===== config.mk =====
export PLATFORM = sky130hd
export DESIGN_NAME = irq_cmd_decoder
export DESIGN_NICKNAME = d
export VERILOG_FILES = /design/src/rtl/irq_cmd_pkg.sv /design/src/rtl/irq_init_seq.sv /design/src/rtl/irq_eoi_exec.sv /design/src/rtl/irq_rd_mux.sv /design/src/rtl/irq_cmd_decoder.sv
export SDC_FILE = /design/constraint.sdc
export NUM_CORES = 1
export LEC_CHECK = 0
export CELL_PAD_IN_SITES_DETAIL_PLACEMENT = 1
export CELL_PAD_IN_SITES_GLOBAL_PLACEMENT = 1
export CORE_UTILIZATION = 34
export CTS_BUF_LIST = sky130_fd_sc_hd__clkbuf_16
export DETAILED_ROUTE_END_ITERATION = 16
export PLACE_DENSITY_LB_ADDON = 0.1
export SKIP_LAST_GASP = 1
export SYNTH_ARGS = -nofsm -noshare
export SYNTH_HDL_FRONTEND = slang
export SYNTH_HIERARCHICAL = 1
export SYNTH_SLANG_ARGS = --single-unit

===== constraint.sdc =====
create_clock -name clk -period 2.05 [get_ports clk]
set_input_delay 0.3075 -clock clk [delete_from_list [all_inputs] [get_ports clk]]
set_output_delay 0.3075 -clock clk [all_outputs]
set_load 0.01 [all_outputs]

===== src/rtl/irq_cmd_pkg.sv =====
package irq_cmd_pkg;
    typedef enum logic [1:0] {
        ST_IDLE = 2'd0,
        ST_BASE = 2'd1,
        ST_CASC = 2'd2,
        ST_MODE = 2'd3
    } init_step_e;
endpackage


===== src/rtl/irq_init_seq.sv =====
module irq_init_seq
    import irq_cmd_pkg::*;
(
    input  init_step_e step,
    input  logic       single,
    input  logic       four,
    input  logic       odd_wr,
    output init_step_e step_nxt,
    output logic       ld_base,
    output logic       ld_mode,
    output logic       ld_mask
);
    always_comb begin
        step_nxt = step;
        ld_base  = 1'b0;
        ld_mode  = 1'b0;
        ld_mask  = 1'b0;
        case (step)
            ST_IDLE: ld_mask = odd_wr;
            ST_BASE: if (odd_wr) begin
                ld_base  = 1'b1;
                step_nxt = single ? (four ? ST_MODE : ST_IDLE) : ST_CASC;
            end
            ST_CASC: if (odd_wr) begin
                step_nxt = four ? ST_MODE : ST_IDLE;
            end
            ST_MODE: if (odd_wr) begin
                ld_mode  = 1'b1;
                step_nxt = ST_IDLE;
            end
            default: step_nxt = ST_IDLE;
        endcase
    end
endmodule


===== src/rtl/irq_eoi_exec.sv =====
module irq_eoi_exec #(
    parameter int LINES = 8,
    localparam int LW = $clog2(LINES)
) (
    input  logic [2:0]       cmd,
    input  logic [LW-1:0]    lvl,
    input  logic             hp_valid,
    input  logic [LW-1:0]    hp_line,
    output logic [LINES-1:0] clr,
    output logic             pset,
    output logic [LW-1:0]    pval,
    output logic             rot_we,
    output logic             rot_val
);
    always_comb begin
        clr     = '0;
        pset    = 1'b0;
        pval    = '0;
        rot_we  = 1'b0;
        rot_val = cmd[2];
        case (cmd)
            3'd0, 3'd4: rot_we = 1'b1;
            3'd1, 3'd5: if (hp_valid) begin
                clr[hp_line] = 1'b1;
                if (cmd[2]) begin
                    pset = 1'b1;
                    pval = hp_line + LW'(1);
                end
            end
            3'd3, 3'd7: begin
                clr[lvl] = 1'b1;
                if (cmd[2]) begin
                    pset = 1'b1;
                    pval = lvl + LW'(1);
                end
            end
            3'd6: begin
                pset = 1'b1;
                pval = lvl + LW'(1);
            end
            default: ;
        endcase
    end
endmodule


===== src/rtl/irq_rd_mux.sv =====
module irq_rd_mux #(
    parameter int LINES = 8,
    localparam int LW = $clog2(LINES)
) (
    input  logic             addr,
    input  logic             sel_isr,
    input  logic             poll_pend,
    input  logic             win_valid,
    input  logic [LW-1:0]    win_line,
    input  logic [LINES-1:0] irr,
    input  logic [LINES-1:0] isr,
    input  logic [LINES-1:0] mask,
    output logic [LINES-1:0] dout
);
    always_comb begin
        if (addr)
            dout = mask;
        else if (poll_pend)
            dout = {win_valid, {(LINES-1-LW){1'b0}}, win_line};
        else if (sel_isr)
            dout = isr;
        else
            dout = irr;
    end
endmodule


===== src/rtl/irq_cmd_decoder.sv =====
module irq_cmd_decoder
    import irq_cmd_pkg::*;
#(
    parameter int LINES = 8,
    localparam int LW = $clog2(LINES)
) (
    input  logic             clk,
    input  logic             rst_n,
    input  logic             wr_en,
    input  logic             rd_en,
    input  logic             addr,
    input  logic [LINES-1:0] wdata,
    output logic [LINES-1:0] rdata,
    input  logic [LINES-1:0] irr_in,
    input  logic [LINES-1:0] isr_in,
    input  logic             hp_isr_valid,
    input  logic [LW-1:0]    hp_isr_line,
    input  logic             poll_valid,
    input  logic [LW-1:0]    poll_line,
    output logic [LINES-1:0] vec_base,
    output logic             single_mode,
    output logic             four_word,
    output logic             nested_mode,
    output logic             auto_eoi,
    output logic             rot_aeoi,
    output logic [LINES-1:0] imr,
    output logic             read_sel,
    output logic             special_mask,
    output logic             poll,
    output logic             level_err,
    output logic             init_busy,
    output logic             slice_rst,
    output logic [LINES-1:0] isr_clr,
    output logic             prio_set,
    output logic [LW-1:0]    prio_val
);
    localparam logic [LINES-1:0] BASE_MASK = {{(LINES-LW){1'b1}}, {LW{1'b0}}};

    typedef struct packed {
        init_step_e       step;
        logic [LINES-1:0] vbase;
        logic             single;
        logic             four;
        logic             sfnm;
        logic             aeoi;
        logic             rot;
        logic [LINES-1:0] mask;
        logic             rsel;
        logic             poll;
        logic             smask;
        logic             lerr;
        logic [LINES-1:0] clr;
        logic             pset;
        logic [LW-1:0]    pval;
        logic             srst;
    } dec_state_t;

    dec_state_t st_q, st_d;

    init_step_e       seq_nxt;
    logic             ld_base, ld_mode, ld_mask;
    logic [LINES-1:0] eoi_clr;
    logic             eoi_pset, rot_we, rot_val;
    logic [LW-1:0]    eoi_pval;

    irq_init_seq u_seq (
        .step    (st_q.step),
        .single  (st_q.single),
        .four    (st_q.four),
        .odd_wr  (wr_en && addr),
        .step_nxt(seq_nxt),
        .ld_base (ld_base),
        .ld_mode (ld_mode),
        .ld_mask (ld_mask)
    );

    irq_eoi_exec #(.LINES(LINES)) u_eoi (
        .cmd     (wdata[LINES-1:LINES-3]),
        .lvl     (wdata[LW-1:0]),
        .hp_valid(hp_isr_valid),
        .hp_line (hp_isr_line),
        .clr     (eoi_clr),
        .pset    (eoi_pset),
        .pval    (eoi_pval),
        .rot_we  (rot_we),
        .rot_val (rot_val)
    );

    irq_rd_mux #(.LINES(LINES)) u_rd (
        .addr     (addr),
        .sel_isr  (st_q.rsel),
        .poll_pend(st_q.poll),
        .win_valid(poll_valid),
        .win_line (poll_line),
        .irr      (irr_in),
        .isr      (isr_in),
        .mask     (st_q.mask),
        .dout     (rdata)
    );

    always_comb begin
        st_d      = st_q;
        st_d.clr  = '0;
        st_d.pset = 1'b0;
        st_d.srst = 1'b0;
        if (wr_en && !addr) begin
            if (wdata[4]) begin
                if (wdata[3]) begin
                    st_d.lerr = 1'b1;
                end else begin
                    st_d.step   = ST_BASE;
                    st_d.single = wdata[1];
                    st_d.four   = wdata[0];
                    st_d.sfnm   = 1'b0;
                    st_d.aeoi   = 1'b0;
                    st_d.rot    = 1'b0;
                    st_d.mask   = '0;
                    st_d.rsel   = 1'b0;
                    st_d.poll   = 1'b0;
                    st_d.smask  = 1'b0;
                    st_d.lerr   = 1'b0;
                    st_d.srst   = 1'b1;
                end
            end else if (wdata[3]) begin
                st_d.rsel = wdata[0];
                st_d.poll = wdata[2];
                if (wdata[6]) st_d.smask = wdata[5];
            end else begin
                st_d.clr  = eoi_clr;
                st_d.pset = eoi_pset;
                if (eoi_pset) st_d.pval = eoi_pval;
                if (rot_we)   st_d.rot  = rot_val;
            end
        end else if (wr_en && addr) begin
            st_d.step = seq_nxt;
            if (ld_base) st_d.vbase = wdata & BASE_MASK;
            if (ld_mask) st_d.mask  = wdata;
            if (ld_mode) begin
                st_d.sfnm = wdata[4];
                st_d.aeoi = wdata[1];
            end
        end
        if (rd_en && !addr && st_q.poll) st_d.poll = 1'b0;
    end

    always_ff @(posedge clk or negedge rst_n) begin
        if (!rst_n) st_q <= '0;
        else        st_q <= st_d;
    end

    assign vec_base     = st_q.vbase;
    assign single_mode  = st_q.single;
    assign four_word    = st_q.four;
    assign nested_mode  = st_q.sfnm;
    assign auto_eoi     = st_q.aeoi;
    assign rot_aeoi     = st_q.rot;
    assign imr          = st_q.mask;
    assign read_sel     = st_q.rsel;
    assign special_mask = st_q.smask;
    assign poll         = st_q.poll;
    assign level_err    = st_q.lerr;
    assign init_busy    = (st_q.step != ST_IDLE);
    assign slice_rst    = st_q.srst;
    assign isr_clr      = st_q.clr;
    assign prio_set     = st_q.pset;
    assign prio_val     = st_q.pval;

    a_r2_init_clears: assert property (@(posedge clk) disable iff (!rst_n)
        (wr_en && !addr && wdata[4] && !wdata[3]) |=> (slice_rst && imr == '0 && init_busy));

    a_r3_level_refused: assert property (@(posedge clk) disable iff (!rst_n)
        (wr_en && !addr && wdata[4] && wdata[3]) |=> (level_err && $stable(imr) && !slice_rst));

    a_r6_mask_load: assert property (@(posedge clk) disable iff (!rst_n)
        (wr_en && addr && !init_busy) |=> (imr == $past(wdata)));

    a_r8_one_clear: assert property (@(posedge clk) disable iff (!rst_n)
        $onehot0(isr_clr));

    a_r12_poll_drop: assert property (@(posedge clk) disable iff (!rst_n)
        (rd_en && !addr && poll && !wr_en) |=> !poll);
endmodule


==> out/metrics.cfg, run 1 <==
[cells_and_area]
antenna_cells=0
fin_nets=369
area_growth_pct=37.49
fill_cells=813
multiInputGateArea_um2=1225
drive_gt1_frac=0.1774
finalCoreUtilization=0.4929
seqCellArea_um2=927.1

[place]
port_buffers=80
place_hpwl_um=5167
gp_congestion=0.7356

[critical_path]
cp.depth=5
crit_arrival_ns=1.61
r2r_start=st_q[38]
path_cells=clkdlybuf4s50_1, buf_4, nor2_2, a211oi_2, dlygate4sd2_1
cp_max_fo=8
r2r_cells=4
slowest_delay_ns=0.47
worstSetupPathType=primary input to output pin
crit_start=addr
cp-end-kind=output pin
startpoint_type=primary input
crit_required_ns=1.74
cpLargestDelayFamily=buffers and inverters
critPathBufInv=3
slowest_stage=clkdlybuf4s50_1

[sta]
fmax_mhz=522.6
hold_violations=0
grt_setup_unrepaired=false
fin_crit_sh=0.9334
period_minus_slack_ns=1.913
relSlewSlack=0.6260
fin_skew_ns=0.003113
finalMaxSlewViolations=0
setup_viol=0
worst_pin_slew_ns=0.5611
timing.hold.ws_ns=0.02003
tns_ns=0

[logic_synthesis]
syn_area_um2=2476
synth_warnings=6
synth_common_cells=37 x dfrtp_1, 31 x buf_4, 19 x nand2_1, 13 x inv_1, 13 x o21ai_0
synthCells=254
synth-seq-cells=37
synth_edf_count=0
yosysSeqAreaShare=0.3739
async_flop_share=1.000
synth.distinct_cells=49
yosys-top-cells-area=dfrtp_1 37%, buf_4 9.4%, mux2_2 4.1%
synth_top_area_frac=0.3739
synth_area_leader_cell=dfrtp_1
yosysMostFrequentCell=dfrtp_1
synth.avg_cell_area_um2=9.749
synth-main-ff-cell=dfrtp_1

[routing]
avgRoutedWirePerCell_um=15.90
ant_nets=0
vias=2088
detail_route.first_pass.iterations=4
drc=0
totalWireLength_um=6724
viasPerCell=4.936
drtIter0Drc=89

[floorplan]
core-area_um2=6907
fp.dieH_um=87.34
initial_core_util=0.3585
core.rowCount=30
ioPinCount=84
die-area_um2=7628
die_w_um=87.34

[cts]
cts_tree=built
htree_levels=2
clockBufferDepth=2
root_buffer=clkbuf_16
ctsHoldBuffers=0
cts_made_buffers=5
cts.clk_slew.worst_paths_ns=0.05
clock-sinks=37
worstSkewPairLatency_ns=0.28

[global_routing]
grt_max_degree=24
grt_pass1_wl_um=10620
grt-ovfl-total=0
grt_usage=0.1844
grt_pass1_vias=2122
antenna_found_initial=0

[status]
status=completed

[job]
max-cap-violations=0

[pwr]
power_density_nw_per_um2=756.5
peakVddDrop_mv=0.3951
leakage_uw=0.001472

[worst_hold_path]
hold_path.class=primary input to async pin

layout by cell type (no fill, tap or decap), types with 3 or more instances in the layout:
cell	Yosys	final
a211oi_2	4	4
a21oi_1	10	10
a22o_1	9	9
and2_1	10	10
buf_4	31	22
clkbuf_16	0	5
clkdlybuf4s50_1	0	71
conb_1	1	3
dfrtp_1	37	36
dlygate4sd2_1	0	8
ha_1	5	5
inv_1	13	14
mux2_2	9	9
mux2i_1	8	8
nand2_1	19	19
nand2b_1	4	4
nand3_1	8	8
nor2_1	6	6
nor2b_1	9	9
nor3b_1	4	4
o21ai_0	13	13
o21ai_1	5	5
o22ai_1	7	7
metal layers:
| layer | vias up | track usage | part of all wire | wire length, µm |
|---|---|---|---|---|
| met5 | - | 0 | 0 | 0 |
| met4 | 0 | 0.05663 | 0.014 | 92 |
| met3 | 4 | 0.05118 | 0.072 | 485 |
| met2 | 64 | 0.3054 | 0.45 | 3057 |
| met1 | 1011 | 0.2328 | 0.46 | 3089 |
| li1 | 1009 | - | - | - |
registers in the layout (all words and copies together) (netlist names), 2 cells and up:
name,count
imr,8
prio_val,3
isr_clr,8
st_q,2
vec_base,5
timing repair:
action / CTS / global route
gates resized for setup: 10 / 0
hold endpoints to repair: 0 / 0
buffers inserted: 0 / 0
endpoints found under the setup margin: 8 / 0
per-stage QoR:
step                total power, µW  instances  instance area, µm²  worst slack [ns]
floorplan                      1502        256                2484            0.3202
CTS                            2605        423                3405            0.1247
global route                   2722        423                3405           0.03518
global placement               1888        416                3278          -0.08497
detailed placement             1908        416                3278           -0.1223
finish                         2575        423                3405            0.1366
cell families (layout without fill, tap and decap cells):
group | count (synthesis) | after routing | share of synthesized area
DFF | 37 | 37 | 0.3739
AOI/OAI and AO/OA | 61 | 61 | 0.1774
xor gates and xnor gates | 2 | 2 | 0.007076
other | 1 | 3 | 0.001514
muxes | 17 | 17 | 0.07327
and+or+nand+nor | 80 | 80 | 0.2062
adders and majority gates | 5 | 5 | 0.02527
buffers and inverters | 51 | 122 | 0.1354
report_power, final:
| part | internal [µW] | switching, µW |
|---|---|---|
| Combinational | 515 | 372 |
| Clock | 434 | 274 |
| Sequential | 853 | 127 |
| Total | 1800 | 774 |
path summary, 6_finish.rpt:
| kind | to | slack, ns |
|---|---|---|
| max | rdata[7] | 0.14 |
| min | prio_val[1] | 0.02 |
| max in group asynchronous | read_sel | 1.49 |
| max reg2reg | vec_base[5] | 0.67 |
| min reg2reg | vec_base[3] | 0.49 |
| min in group clk | vec_base[3] | 0.49 |
area by class of cell:
class,count,area share
Clock buffer,5,0.03675
Clock inverter,2,0.002205
Multi-Input combinational cell,168,0.3598
Tap cell,96,0.03528
Sequential cell,37,0.2723
Timing Repair Buffer,102,0.2793
Inverter,13,0.01433
worst register-to-register path: stages, from the launching register on:
cell and delay, ns:
dfrtp_1 0.43, nand2_1 0.09, nor2_2 0.11, nand3_1 0.27, mux2_2 0.36
Power figures use the tool's default switching activity.
==> inputs of run 2 (changes only) <==
Settings changed: ABC_AREA set to 1, CORE_MARGIN set to 2, CORE_UTILIZATION 34 to 32.
==> run 2 against run 1 <==
- combinational power shrank 7.1%
- register-to-register slack is essentially flat
- total power shrank 3.9%
- final area grew 3.6%
- critical path type is now flip-flop to output pin
- critical endpoint is now rdata[2]
- highest routed layer unchanged
==> out/metrics.cfg, run 2 <==
[critical_path]
cp_max_fo=6  ; -2
worstSetupPathType=flip-flop to output pin
crit_required_ns=1.74  ; about the same
startpoint_type=flip-flop
cp-end-kind=output pin
crit_arrival_ns=1.65  ; +0.04 ns

[routing]
avgRoutedWirePerCell_um=13.52  ; -15%
drtIter0Drc=88  ; -1.1%
totalWireLength_um=7492  ; +11%
ant_nets=0  ; unchanged
viasPerCell=4.558  ; -7.7%
drc=0  ; unchanged
vias=2525  ; +21%
detail_route.first_pass.iterations=4  ; unchanged

[floorplan]
die_w_um=92.76  ; +6.2%
ioPinCount=84  ; unchanged
core.rowCount=32  ; +6.7%
die-area_um2=8604  ; +13%
fp.dieH_um=92.76  ; +6.2%
core-area_um2=7687  ; +11%
initial_core_util=0.3280  ; -0.03055

[logic_synthesis]
async_flop_share=1.000  ; unchanged
synth_warnings=6  ; unchanged
synth_common_cells=132 x nand2_1, 40 x inv_1, 39 x nor2_1, 37 x dfrtp_1, 30 x buf_4
synth-seq-cells=37  ; unchanged
synth_area_leader_cell=dfrtp_1
syn_area_um2=2521  ; +1.8%
synth.avg_cell_area_um2=6.759  ; -31%
synth.distinct_cells=29  ; -41%
synth-main-ff-cell=dfrtp_1
yosysSeqAreaShare=0.3672  ; -0.006681
synth_top_area_frac=0.3672  ; -0.006681
synthCells=373  ; +47%
yosys-top-cells-area=dfrtp_1 37%, nand2_1 20%, buf_4 8.9%
synth_edf_count=0  ; unchanged
yosysMostFrequentCell=nand2_1

[worst_hold_path]
hold_path.class=primary input to async pin

[cells_and_area]
fill_cells=1008  ; +24%
seqCellArea_um2=928.4  ; +0.13%
antenna_cells=0  ; unchanged
multiInputGateArea_um2=1157  ; -5.5%
layout_common_cells=132 x nand2_1, 77 x clkdlybuf4s50_1, 40 x inv_1
fin_nets=493  ; +34%
layout_commonest_cell=nand2_1
drive_gt1_frac=0.1261  ; -0.05126
area_growth_pct=39.90

[cts]
htree_levels=2  ; unchanged
cts_tree=built
ctsHoldBuffers=0  ; unchanged
root_buffer=clkbuf_16
clock-sinks=37  ; unchanged
worstSkewPairLatency_ns=0.28  ; about the same
cts.clk_slew.worst_paths_ns=0.06  ; about the same
cts_made_buffers=5  ; unchanged
clockBufferDepth=2  ; unchanged

[sta]
fin_skew_ns=0.006547  ; +0.003434 ns
fin_crit_sh=0.9566  ; +0.02326
relSlewSlack=0.5836  ; -0.04240
finalMaxSlewViolations=0  ; unchanged
setup_viol=0  ; unchanged
timing.final.ws_setup_ns=0.08887  ; -0.04768 ns
fmax_mhz=509.9  ; -2.4%
grt_setup_unrepaired=false
period_minus_slack_ns=1.961  ; +0.04768 ns
hold_violations=0  ; unchanged
timing.hold.ws_ns=0.04000  ; +0.01997 ns
worst_pin_slew_ns=0.6247  ; +0.06361 ns

[pwr]
power_density_nw_per_um2=701.6  ; -7.2%
peakVddDrop_mv=0.3433  ; -13%
total_power_uw=2475  ; -3.9%
leakage_uw=0.001815  ; +23%

[global_routing]
grt_max_degree=26  ; +8.3%
grt_pass1_vias=2612  ; +23%
antenna_found_initial=0  ; unchanged
grt_pass1_wl_um=12480  ; +18%
grt_usage=0.1815  ; -0.002852
grt-ovfl-total=0  ; unchanged

[job]
max-cap-violations=0  ; unchanged

[place]
gp_congestion=0.8073  ; +9.7%
place_ws_ns=-0.1412  ; -0.01892 ns
port_buffers=80  ; unchanged
place_hpwl_um=5882  ; +14%

[status]
status=completed

## run 2: cell count changes in the layout (fill, tap and decap cells not counted), sizes merged, moves of 12 or more
cell	previous run	this run
nand3	10	22
inv	14	48
nand4	0	18
nand2	19	137
nor2	8	45
## run 2: path summary, 6_finish.rpt
path | from | endpoint | slack, ns | cells past startpoint
max | read_sel | rdata[2] | 0.09 | 5
min | rst_n | prio_val[1] | 0.04 | 1
max reg2reg | st_q[39] | imr[7] | 0.68 | 5
min reg2reg | vec_base[5] | vec_base[5] | 0.47 | 2
max in group asynchronous | rst_n | slice_rst | 1.45 | 2
min in group clk | vec_base[5] | vec_base[5] | 0.47 | 2
## run 2: what timing repair did
action                     4_1_cts  5_1_grt
setup buffers                    2        0
resized for setup                2        3
setup endpoints to repair        8        6
## run 2: cell families (layout without fill, tap and decap cells)
kind of cell               Yosys count  in the layout  synth area share
AOI/OAI and AO/OA                   16             16           0.03176
buffers and inverters               86            163            0.1767
DFF                                 37             37            0.3672
xor gates and xnor gates             1              1          0.003475
adders and majority gates            5              5           0.02481
other                                1              3          0.001487
and+or+nand+nor                    227            227            0.3945
## run 2: area by class of cell
class,count,area share
multi-input cells,252,0.3281
repair buffers,105,0.2802
flip-flops and latches,37,0.2632
inverters,50,0.05321
well taps,102,0.03618
clock buffers,5,0.03547
clock inverters,3,0.003547
## run 2: metal layers
layer | up-vias | part of all wire | global-route usage
li1 | 1274 | - | -
met1 | 1206 | 0.46 | 0.2307
met2 | 40 | 0.50 | 0.3291
met3 | 5 | 0.026 | 0.02278
met4 | 0 | 0.0076 | 0.03676
met5 | - | 0 | 0
## run 2: stage by stage
step | cell area [µm²] | utilization | std cells | TNS, ns
after detailed placement | 3367 | 0.4380 | 544 | -2.147
after floorplan | 2529 | - | 375 | 0
after CTS | 3520 | 0.4578 | 554 | 0
after global placement | 3367 | 0.4380 | 544 | -1.603
after global routing | 3527 | 0.4588 | 554 | 0
final | 3527 | 0.4588 | 554 | 0
## run 2: critical path: stages, from the launching register on
cell	delay, ns
dfrtp_2	0.45
buf_4	0.18
nand2_1	0.06
nand3_1	0.08
nand2_1	0.08
clkdlybuf4s50_1	0.53
## run 2: power by group
part / switching (µW) / internal, µW
Clock: 293 / 440
Combinational: 398 / 426
Sequential: 88.7 / 829
==> inputs of run 3 (changes only) <==
Settings changed: TNS_END_PERCENT set to 50.
==> results of run 3 <==
Final layout, timing and power as in run 2 (identical DEF).
